==> src/rtl/cswin_pkg.sv <==
package cswin_pkg;
  // writable portion of a configuration word
  localparam logic [31:0] CFG_WR_MASK = 32'h0000_0F7F;
  localparam int          EN_BIT      = 6;

  // contiguous-ones size codes only
  function automatic logic mask_ok(input logic [3:0] m);
    case (m)
      4'b1000, 4'b1100, 4'b1110, 4'b1111: mask_ok = 1'b1;
      default:                            mask_ok = 1'b0;
    endcase
  endfunction

  // legal code and base aligned to the window size
  function automatic logic win_legal(input logic [3:0] m, input logic [3:0] b);
    win_legal = mask_ok(m) && ((b & ~m) == 4'b0000);
  endfunction
endpackage

==> src/rtl/cs_cfg_slot.sv <==
module cs_cfg_slot
  import cswin_pkg::*;
#(
  parameter int          DATA_W    = 32,
  parameter logic [31:0] RESET_VAL = 32'h0000_0F00
) (
  input  logic              clk,
  input  logic              rst,
  input  logic              wr_en,
  input  logic [DATA_W-1:0] wdata,
  output logic [DATA_W-1:0] cfg,
  output logic              enabled,
  output logic              bad_write
);
  localparam logic [DATA_W-1:0] WMASK = DATA_W'(CFG_WR_MASK);
  localparam logic [DATA_W-1:0] RVAL  = DATA_W'(RESET_VAL) & WMASK;

  logic changes;
  logic new_legal;

  assign changes   = ((cfg ^ wdata) & WMASK) != '0;
  assign new_legal = win_legal(wdata[11:8], wdata[3:0]);
  assign bad_write = wr_en && wdata[EN_BIT] && !new_legal;

  always_ff @(posedge clk) begin
    if (rst) begin
      cfg     <= RVAL;
      enabled <= RVAL[EN_BIT] && win_legal(RVAL[11:8], RVAL[3:0]);
    end else if (wr_en) begin
      cfg <= wdata & WMASK;
      // map is rebuilt only when a writable bit changes
      if (changes)
        enabled <= wdata[EN_BIT] && new_legal;
    end
  end


  en_legal_chk: assert property (@(posedge clk) disable iff (rst)
    enabled |-> (cfg[EN_BIT] && win_legal(cfg[11:8], cfg[3:0])));


  hold_cfg_chk: assert property (@(posedge clk) disable iff (rst)
    !$past(wr_en) && !$past(rst) |-> $stable(cfg));
endmodule

==> src/rtl/cs_window_match.sv <==
module cs_window_match (
  input  logic       enabled,
  input  logic [5:0] base,
  input  logic [3:0] mask,
  input  logic [7:0] addr_hi,
  output logic       hit
);
  logic upper_eq;
  logic lower_eq;

  assign upper_eq = (addr_hi[7:4] == {2'b00, base[5:4]});
  assign lower_eq = (((addr_hi[3:0] ^ base[3:0]) & mask) == 4'b0000);
  assign hit      = enabled && upper_eq && lower_eq;
endmodule

==> src/rtl/cs_prio_pick.sv <==
module cs_prio_pick #(
  parameter int N = 8
) (
  input  logic [N-1:0] req,
  output logic [N-1:0] grant
);
  // isolate lowest set bit
  assign grant = req & (~req + N'(1));
endmodule

==> src/rtl/cs_window_decoder.sv <==
module cs_window_decoder
  import cswin_pkg::*;
#(
  parameter int NUM_CS = 8,
  parameter int DATA_W = 32,
  parameter int ADDR_W = 32
) (
  input  logic                      clk,
  input  logic                      rst,
  input  logic                      reg_we,
  input  logic [$clog2(NUM_CS)-1:0] reg_sel,
  input  logic [DATA_W-1:0]         reg_wdata,
  output logic [DATA_W-1:0]         reg_rdata,
  input  logic [ADDR_W-1:0]         dec_addr,
  output logic [NUM_CS-1:0]         cs_sel,
  output logic                      config_error
);
  localparam int SEL_W = $clog2(NUM_CS);

  logic [DATA_W-1:0] cfg_q [NUM_CS];
  logic [NUM_CS-1:0] en_q;
  logic [NUM_CS-1:0] bad_w;
  logic [NUM_CS-1:0] hits;
  logic [NUM_CS-1:0] grant;
  logic [7:0]        addr_hi;

  assign addr_hi = dec_addr[ADDR_W-1 -: 8];

  for (genvar i = 0; i < NUM_CS; i++) begin : g_slot
    localparam logic [31:0] RV = (i == 0) ? 32'h0000_0F40 : 32'h0000_0F00;

    cs_cfg_slot #(.DATA_W(DATA_W), .RESET_VAL(RV)) u_slot (
      .clk      (clk),
      .rst      (rst),
      .wr_en    (reg_we && (reg_sel == SEL_W'(i))),
      .wdata    (reg_wdata),
      .cfg      (cfg_q[i]),
      .enabled  (en_q[i]),
      .bad_write(bad_w[i])
    );

    cs_window_match u_match (
      .enabled(en_q[i]),
      .base   (cfg_q[i][5:0]),
      .mask   (cfg_q[i][11:8]),
      .addr_hi(addr_hi),
      .hit    (hits[i])
    );
  end

  cs_prio_pick #(.N(NUM_CS)) u_pick (
    .req  (hits),
    .grant(grant)
  );

  assign reg_rdata = cfg_q[reg_sel];

  always_ff @(posedge clk) begin
    if (rst) begin
      cs_sel       <= '0;
      config_error <= 1'b0;
    end else begin
      cs_sel       <= grant;
      config_error <= |bad_w;
    end
  end


  one_cs_chk: assert property (@(posedge clk) disable iff (rst)
    $onehot0(cs_sel));


  err_after_write_chk: assert property (@(posedge clk) disable iff (rst)
    config_error |-> $past(reg_we));


  cs_needs_enable_chk: assert property (@(posedge clk) disable iff (rst)
    !$past(rst) && (cs_sel != '0) |-> ((cs_sel & $past(en_q)) != '0));
endmodule

==> config.mk <==
export PLATFORM = sky130hd
export DESIGN_NAME = cs_window_decoder
export DESIGN_NICKNAME = d
export VERILOG_FILES = /design/src/rtl/cswin_pkg.sv /design/src/rtl/cs_cfg_slot.sv /design/src/rtl/cs_window_match.sv /design/src/rtl/cs_prio_pick.sv /design/src/rtl/cs_window_decoder.sv
export SDC_FILE = /design/constraint.sdc
export NUM_CORES = 1
export LEC_CHECK = 0
export BUFFER_PORTS_ARGS = -buffer_cell sky130_fd_sc_hd__clkbuf_2
export CORE_MARGIN = 1.5
export CORE_UTILIZATION = 35
export CTS_BUF_LIST = sky130_fd_sc_hd__clkbuf_8
export CTS_CLUSTER_DIAMETER = 120
export DETAILED_ROUTE_END_ITERATION = 7
export PLACE_DENSITY = 0.6
export SKIP_LAST_GASP = 1
export SLEW_MARGIN = 20
export SYNTH_ARGS = -nofsm -noshare
export SYNTH_HDL_FRONTEND = slang
export SYNTH_SLANG_ARGS = --single-unit
==> constraint.sdc <==
create_clock -name clk -period 5.4 [get_ports clk]
set_input_delay 1.08 -clock clk [delete_from_list [all_inputs] [get_ports clk]]
set_output_delay 1.08 -clock clk [all_outputs]
set_load 0.1 [all_outputs]
# Yosys cells after proc, flatten, opt, wreduce, memory -nomap -nowiden
# Cells that the tools add are included.
[totals]
ff_bits = 105
input_bits = 70
out_inout_bits = 41
word_cells = 143
[classes]
n_addsub = 1
n_lt_le_gt_ge = 1
eq_ne = 19
muxes = 4
bitwise = 29
reduce_logical = 71
[ops]
columns = ["op", "n"]
rows = [
  ["nonzero test 32 bit", 8],
  ["binary-select mux 32 bit (select 3 bit)", 1],
  ["XOR 12 bit", 8],
  ["2-to-1 mux 32 bit", 2],
  ["logical AND 1 bit", 42],
  ["AND 4 bit", 9],
  ["logical NOT 4 bit", 9],
  ["equality test 4 x 2 -> 1 bit", 8],
  ["XOR 4 bit", 8],
  ["equality test 4 bit (second input constant)", 4],
  ["AND reduction 2 bit", 8],
  ["equality test 3 bit (second input constant)", 4],
  ["adder 8 x 1 -> 8 bit (second input constant)", 1],
  ["AND 8 bit", 1],
  ["inverter 8 bit", 1],
  ["OR reduction 8 bit", 1],
  ["equality test 3 x 2 -> 1 bit (second input constant)", 2],
  [">= comparator 4 bit (second input constant)", 1],
  ["inverter 3 -> 4 bit", 1],
  ["inverter 4 bit", 1],
  ["OR reduction 4 bit", 1],
  ["equality test 3 x 1 -> 1 bit (second input constant)", 1],
  ["logical NOT 3 bit", 1],
  ["logical NOT 1 bit", 1],
  ["2-to-1 mux 1 bit", 1],
]

# Depth between registers and ports, before layout
[logic_depth]
ltp_word = 7
depth_mapped = 7
ltp_nobuf = 5

# Hierarchy
# A second synthesis with hierarchy kept.
[unflattened]
hier_cells = 1057
hier_area_um2 = 9506.6
[by_module_without_submodules]
columns = ["mod", "instances", "cells_per_inst", "area_each_um2", "seq_area_each_um2"]
rows = [
  ["cs_cfg_slot at g_slot[1].u_slot ...", 7, 87, 798.3, 240.2],
  ["cs_window_decoder", 1, 267, 2362.3, 180.2],
  ["cs_cfg_slot at g_slot[0].u_slot", 1, 83, 752.0, 240.2],
  ["cs_window_match", 8, 11, 90.1, 0.0],
  ["cs_prio_pick", 1, 10, 83.8, 0.0],
]

# Least setup slack after synthesis
# Ideal clock, no wire load.
[synth_timing]
path_type = "input to output"
from = "input reg_sel[0]"
to = "output reg_rdata[0]"
arrival_time_ps = 2360
required_ps = 4320
slack_ps = 1960
cell_stages = 3
path_buffers = 1
path_cell_list = "buf_2 > mux4_2 > mux2_2"
[synth_between]
elab_chain_cells = 4
[synth_rtl]
columns = ["item", "line_no", "text"]
rows = [
  ["from (decl)", "cs_window_decoder.sv:11", "input logic [$clog2(NUM_CS)-1:0] reg_sel,"],
  ["inverter 3 -> 4 bit (not written as such)", "cs_window_decoder.sv:56", "assign reg_rdata = cfg_q[reg_sel];"],
  ["binary-select mux 32 bit (select 3 bit)", "cs_window_decoder.sv:56", ""],
  ["2-to-1 mux 32 bit (not written as such) (2 in a row)", "cs_window_decoder.sv:56", ""],
  ["to (decl)", "cs_window_decoder.sv:13", "output logic [DATA_W-1:0] reg_rdata,"],
]
# No other way between the ends. The select of a mux whose other input is x is not followed.

# Worst setup path after layout
[layout_timing]
from = "input reg_sel[0]"
to = "output reg_rdata[1]"
# The elaborated chain is that of the path after synthesis.

==> results.md <==
* Status: complete, no violations
* Num CTS Buffers at 9
* Insertion delay to the later sink of the worst-skew pair at 0.40 ns
* Crit path launch type: primary input
* Register-to-Register Path Depth at 5
* Die area at 19200 sq um
* Final-layout fill cell count at 1852
* Crit path max fanout at 32
* Syn_area_per_cell at 8.51 sq um
* Setup crit end kind: output port
* NetSw at 537 uW
* FP Rows at 49
* Worst-path cell chain: buf_2, mux4_2, mux2_2, clkbuf_2
* Synth Register Bits at 105
* RSZ-0062 raised after global routing: false
* Vias in the first global route at 5085
* Vert. Die Dim at 139 um
* Antenna violations before repair at 2
* Pint at 1.06 mW
* Clock share of power at 28.7%
* R2r startpoint: g_slot[1].u_slot.cfg[11]
* Number of synthesized flops with an enable pin at 0
* # setup viols final at 0
* Boundary pin count at 111
* Antenna viol nets, final at 0
* Clock tree buffer depth at 2
* DRC at 0
* Primary FF master, synth: dfxtp_1
* DP Wirelength at 13.3 mm
* DR iter-0 viols at 610
* DRT Pass-1 Iters at 7
* Share of post-route cells with drive strength above 1 at 14.0%
* Final worst setup slack at 1.20 ns
* Top delay family on crit path: buffers and inverters
* Slew margin rel. at 27.3%
* Pre-CTS setup slack at 1.10 ns
* H-tree depth at 3
* Worst Setup EP: reg_rdata[1]
* DIE WIDTH at 139 um
* Worst-path clk slew at 0.10 ns
* Maxcap violations at 0
* Worst R2R Setup Slack at 3.70 ns
* Crit share post-route at 77.8%
* Total power at 1.60 mW
* Root buf cell: clkbuf_8
* Slowest stage delay, CP at 0.70 ns
* Fmax at 238 MHz
* Avg WL per Cell at 19.8 um
* CTS tree: yes
* Final GP Congestion at 0.864
* Postcts setup bufs at 0
* Synth area leader: dfxtp_1
* Critical path depth at 4
* CP Buf/Inv Count at 2
* CP arrival at 3.12 ns
* Min cycle time layout at 4.20 ns
* Hold Fails Final Rpt at 0
* GRT overflow at 0
* Power share of the combinational group at 20.2%
* Fin nets at 824
* Synth-to-layout area growth at 3.07%
* CP max-delay cell: buf_2
* Synth Instances at 756
* Setup Crit Path Kind: primary input to output port
* Max Slew Vio Count at 0
* Most area-consuming cells after synthesis: dfxtp_1, xor2_1, nand2_1, mux4_2, a21oi_1
* PwrDens at 241 nW/um^2
* Post-Route Skew at 0.0131 ns
* Syn Std Cell Area at 6430 sq um
* Worst EP required at 4.32 ns
* Sw Share at 33.6%
* Via density at 5.46
* Global-route wire length before repair at 30.7 mm
* Overall global routing resource usage at 20.7%
* CP Launch Point: reg_sel[0]
* Drt total wl at 19.6 mm
* HP Class: flip-flop to flip-flop
* Top-area cell type share of the netlist area at 32.7%
* Yosys warnings at 0
* Lkg Pwr at 2.69 nW
* Max VDD drop at 0.158 mV
* Synth unique cells at 39
* R2R Path End: g_slot[1].u_slot.enabled
* Largest net degree at the start of global routing at 43
* Async set or reset register ratio after synthesis at 0%
* Core Box Area at 18000 sq um
* Number of gates resized after cts at 0
* Sink Count at 105
* Slew @ Worst Pin at 1.09 ns
* Routed via count at 5387
* Starting Density at 35.8%
* Reg power frac at 51.2%
* Hold_buf cts at 0
* Port Buf Inserts at 44
* Total negative setup slack at 0 ns
* Seq/Total Area, Yosys at 32.7%
-- cells by family after synthesis --
| kind of cell | count (synthesis) | synth area share, % |
|---|---|---|
| AO/OA/AOI/OAI | 91 | 8.68 |
| flip-flops | 105 | 32.7 |
| buffers and inverters | 86 | 9.45 |
| XOR/XNOR | 136 | 18.5 |
| multiplexers | 33 | 9.63 |
| other | 1 | 0.0583 |
| AND/OR/NAND/NOR | 304 | 21.0 |
-- Yosys cell counts, types with 2 or more instances --
| cell type | count |
|---|---|
| mux2_2 | 11 |
| buf_4 | 28 |
| clkbuf_8 | 2 |
| nand4_1 | 8 |
| mux4_2 | 22 |
| nor2b_1 | 3 |
| nor3_1 | 12 |
| inv_1 | 2 |
| a21oi_1 | 61 |
| nor2_1 | 15 |
| nor4_1 | 15 |
| nor3b_1 | 2 |
| xnor2_1 | 15 |
| clkbuf_1 | 18 |
| nand2b_1 | 4 |
| buf_6 | 17 |
| nand3_1 | 53 |
| and3_1 | 6 |
| xor2_1 | 121 |
| a22oi_1 | 16 |
| dfxtp_1 | 105 |
| a21bo_2 | 6 |
| nand2_1 | 182 |
| buf_2 | 17 |
-- metal layers --
layer,vias up,share of wire (%),wire length [um],GRT usage (%)
li1,2493,-,-,-
met2,270,41,8120,29.6
met3,29,9.2,1800,5.04
met4,0,1.9,364,5.10
met5,-,0,0,0
met1,2595,48,9310,31.1
-- how the worst min path moves through the flow --
stage	endpoint	depth (start not counted)	from
after global routing	g_slot[1].u_slot.cfg[6]	2	g_slot[1].u_slot.cfg[6]
after detailed placement	g_slot[4].u_slot.cfg[6]	2	g_slot[4].u_slot.cfg[6]
after CTS	g_slot[4].u_slot.cfg[6]	2	g_slot[4].u_slot.cfg[6]
final	g_slot[6].u_slot.cfg[6]	2	g_slot[6].u_slot.cfg[6]
after floorplan	g_slot[2].u_slot.cfg[6]	2	g_slot[2].u_slot.cfg[6]
after global placement	g_slot[3].u_slot.cfg[6]	2	g_slot[3].u_slot.cfg[6]
-- power by group through the flow --
stage | Clock [mW] | Sequential (mW) | Combinational (mW)
finish | 0.457 | 0.817 | 0.322
global route | 0.489 | 0.820 | 0.343
CTS | 0.464 | 0.817 | 0.318
detailed placement | 0 | 0.835 | 0.317
global placement | 0 | 0.835 | 0.315
floorplan | 0 | 0.829 | 0.281
-- worst reg2reg max path, delay by kind of cell, from the launching register on --
kind            cells  cell delay (ns)
compound gates      2             0.36
xor+xnor            1             0.17
simple gates        2             0.74
flops               1             0.36
-- placed cells by master (no fill, tap or decap), types with 2 or more instances in the layout --
master	Yosys	layout
nor3b_1	2	2
inv_1	2	5
nand2b_1	4	4
buf_4	28	6
a22oi_1	16	16
conb_1	1	21
nand2_1	182	182
dfxtp_1	105	105
xor2_1	121	121
clkbuf_2	0	43
nand3_1	53	53
a21oi_1	61	61
mux4_2	22	22
nor2b_1	3	3
nor2_1	15	14
nor3_1	12	12
a21bo_2	6	6
and3_1	6	6
mux2_2	11	11
xnor2_1	15	15
nand4_1	8	8
nor4_1	15	15
clkbuf_8	2	11
-- final cells by class --
| class | instances | area (sq um) | share of cell area [%] |
|---|---|---|---|
| Multi-Input combinational cell | 585 | 3800 | 57.3 |
| Sequential cell | 105 | 2100 | 31.7 |
| Tap cell | 229 | 287 | 4.32 |
| Timing Repair Buffer | 50 | 265 | 4.00 |
| Clock buffer | 11 | 151 | 2.28 |
| Clock inverter | 3 | 11.3 | 0.170 |
| Inverter | 3 | 11.3 | 0.170 |
| Antenna cell | 1 | 2.50 | 0.0377 |
-- registers in the layout, indices dropped and copies added (netlist names) --
signal and flops:
g_slot.u_slot.cfg 88, config_error 1, g_slot.u_slot.enabled 8, cs_sel 8
-- through the flow --
step	cells	utilization, %	hold slack, ns	cell area, sq um
finish	987	36.9	0.490	6630
global route	986	36.9	0.517	6630
CTS	986	36.9	0.492	6630
detailed placement	972	36.0	0.478	6460
global placement	972	36.0	0.469	6460
floorplan	776	-	0.458	6510
(Power assumes the default switching activity.)
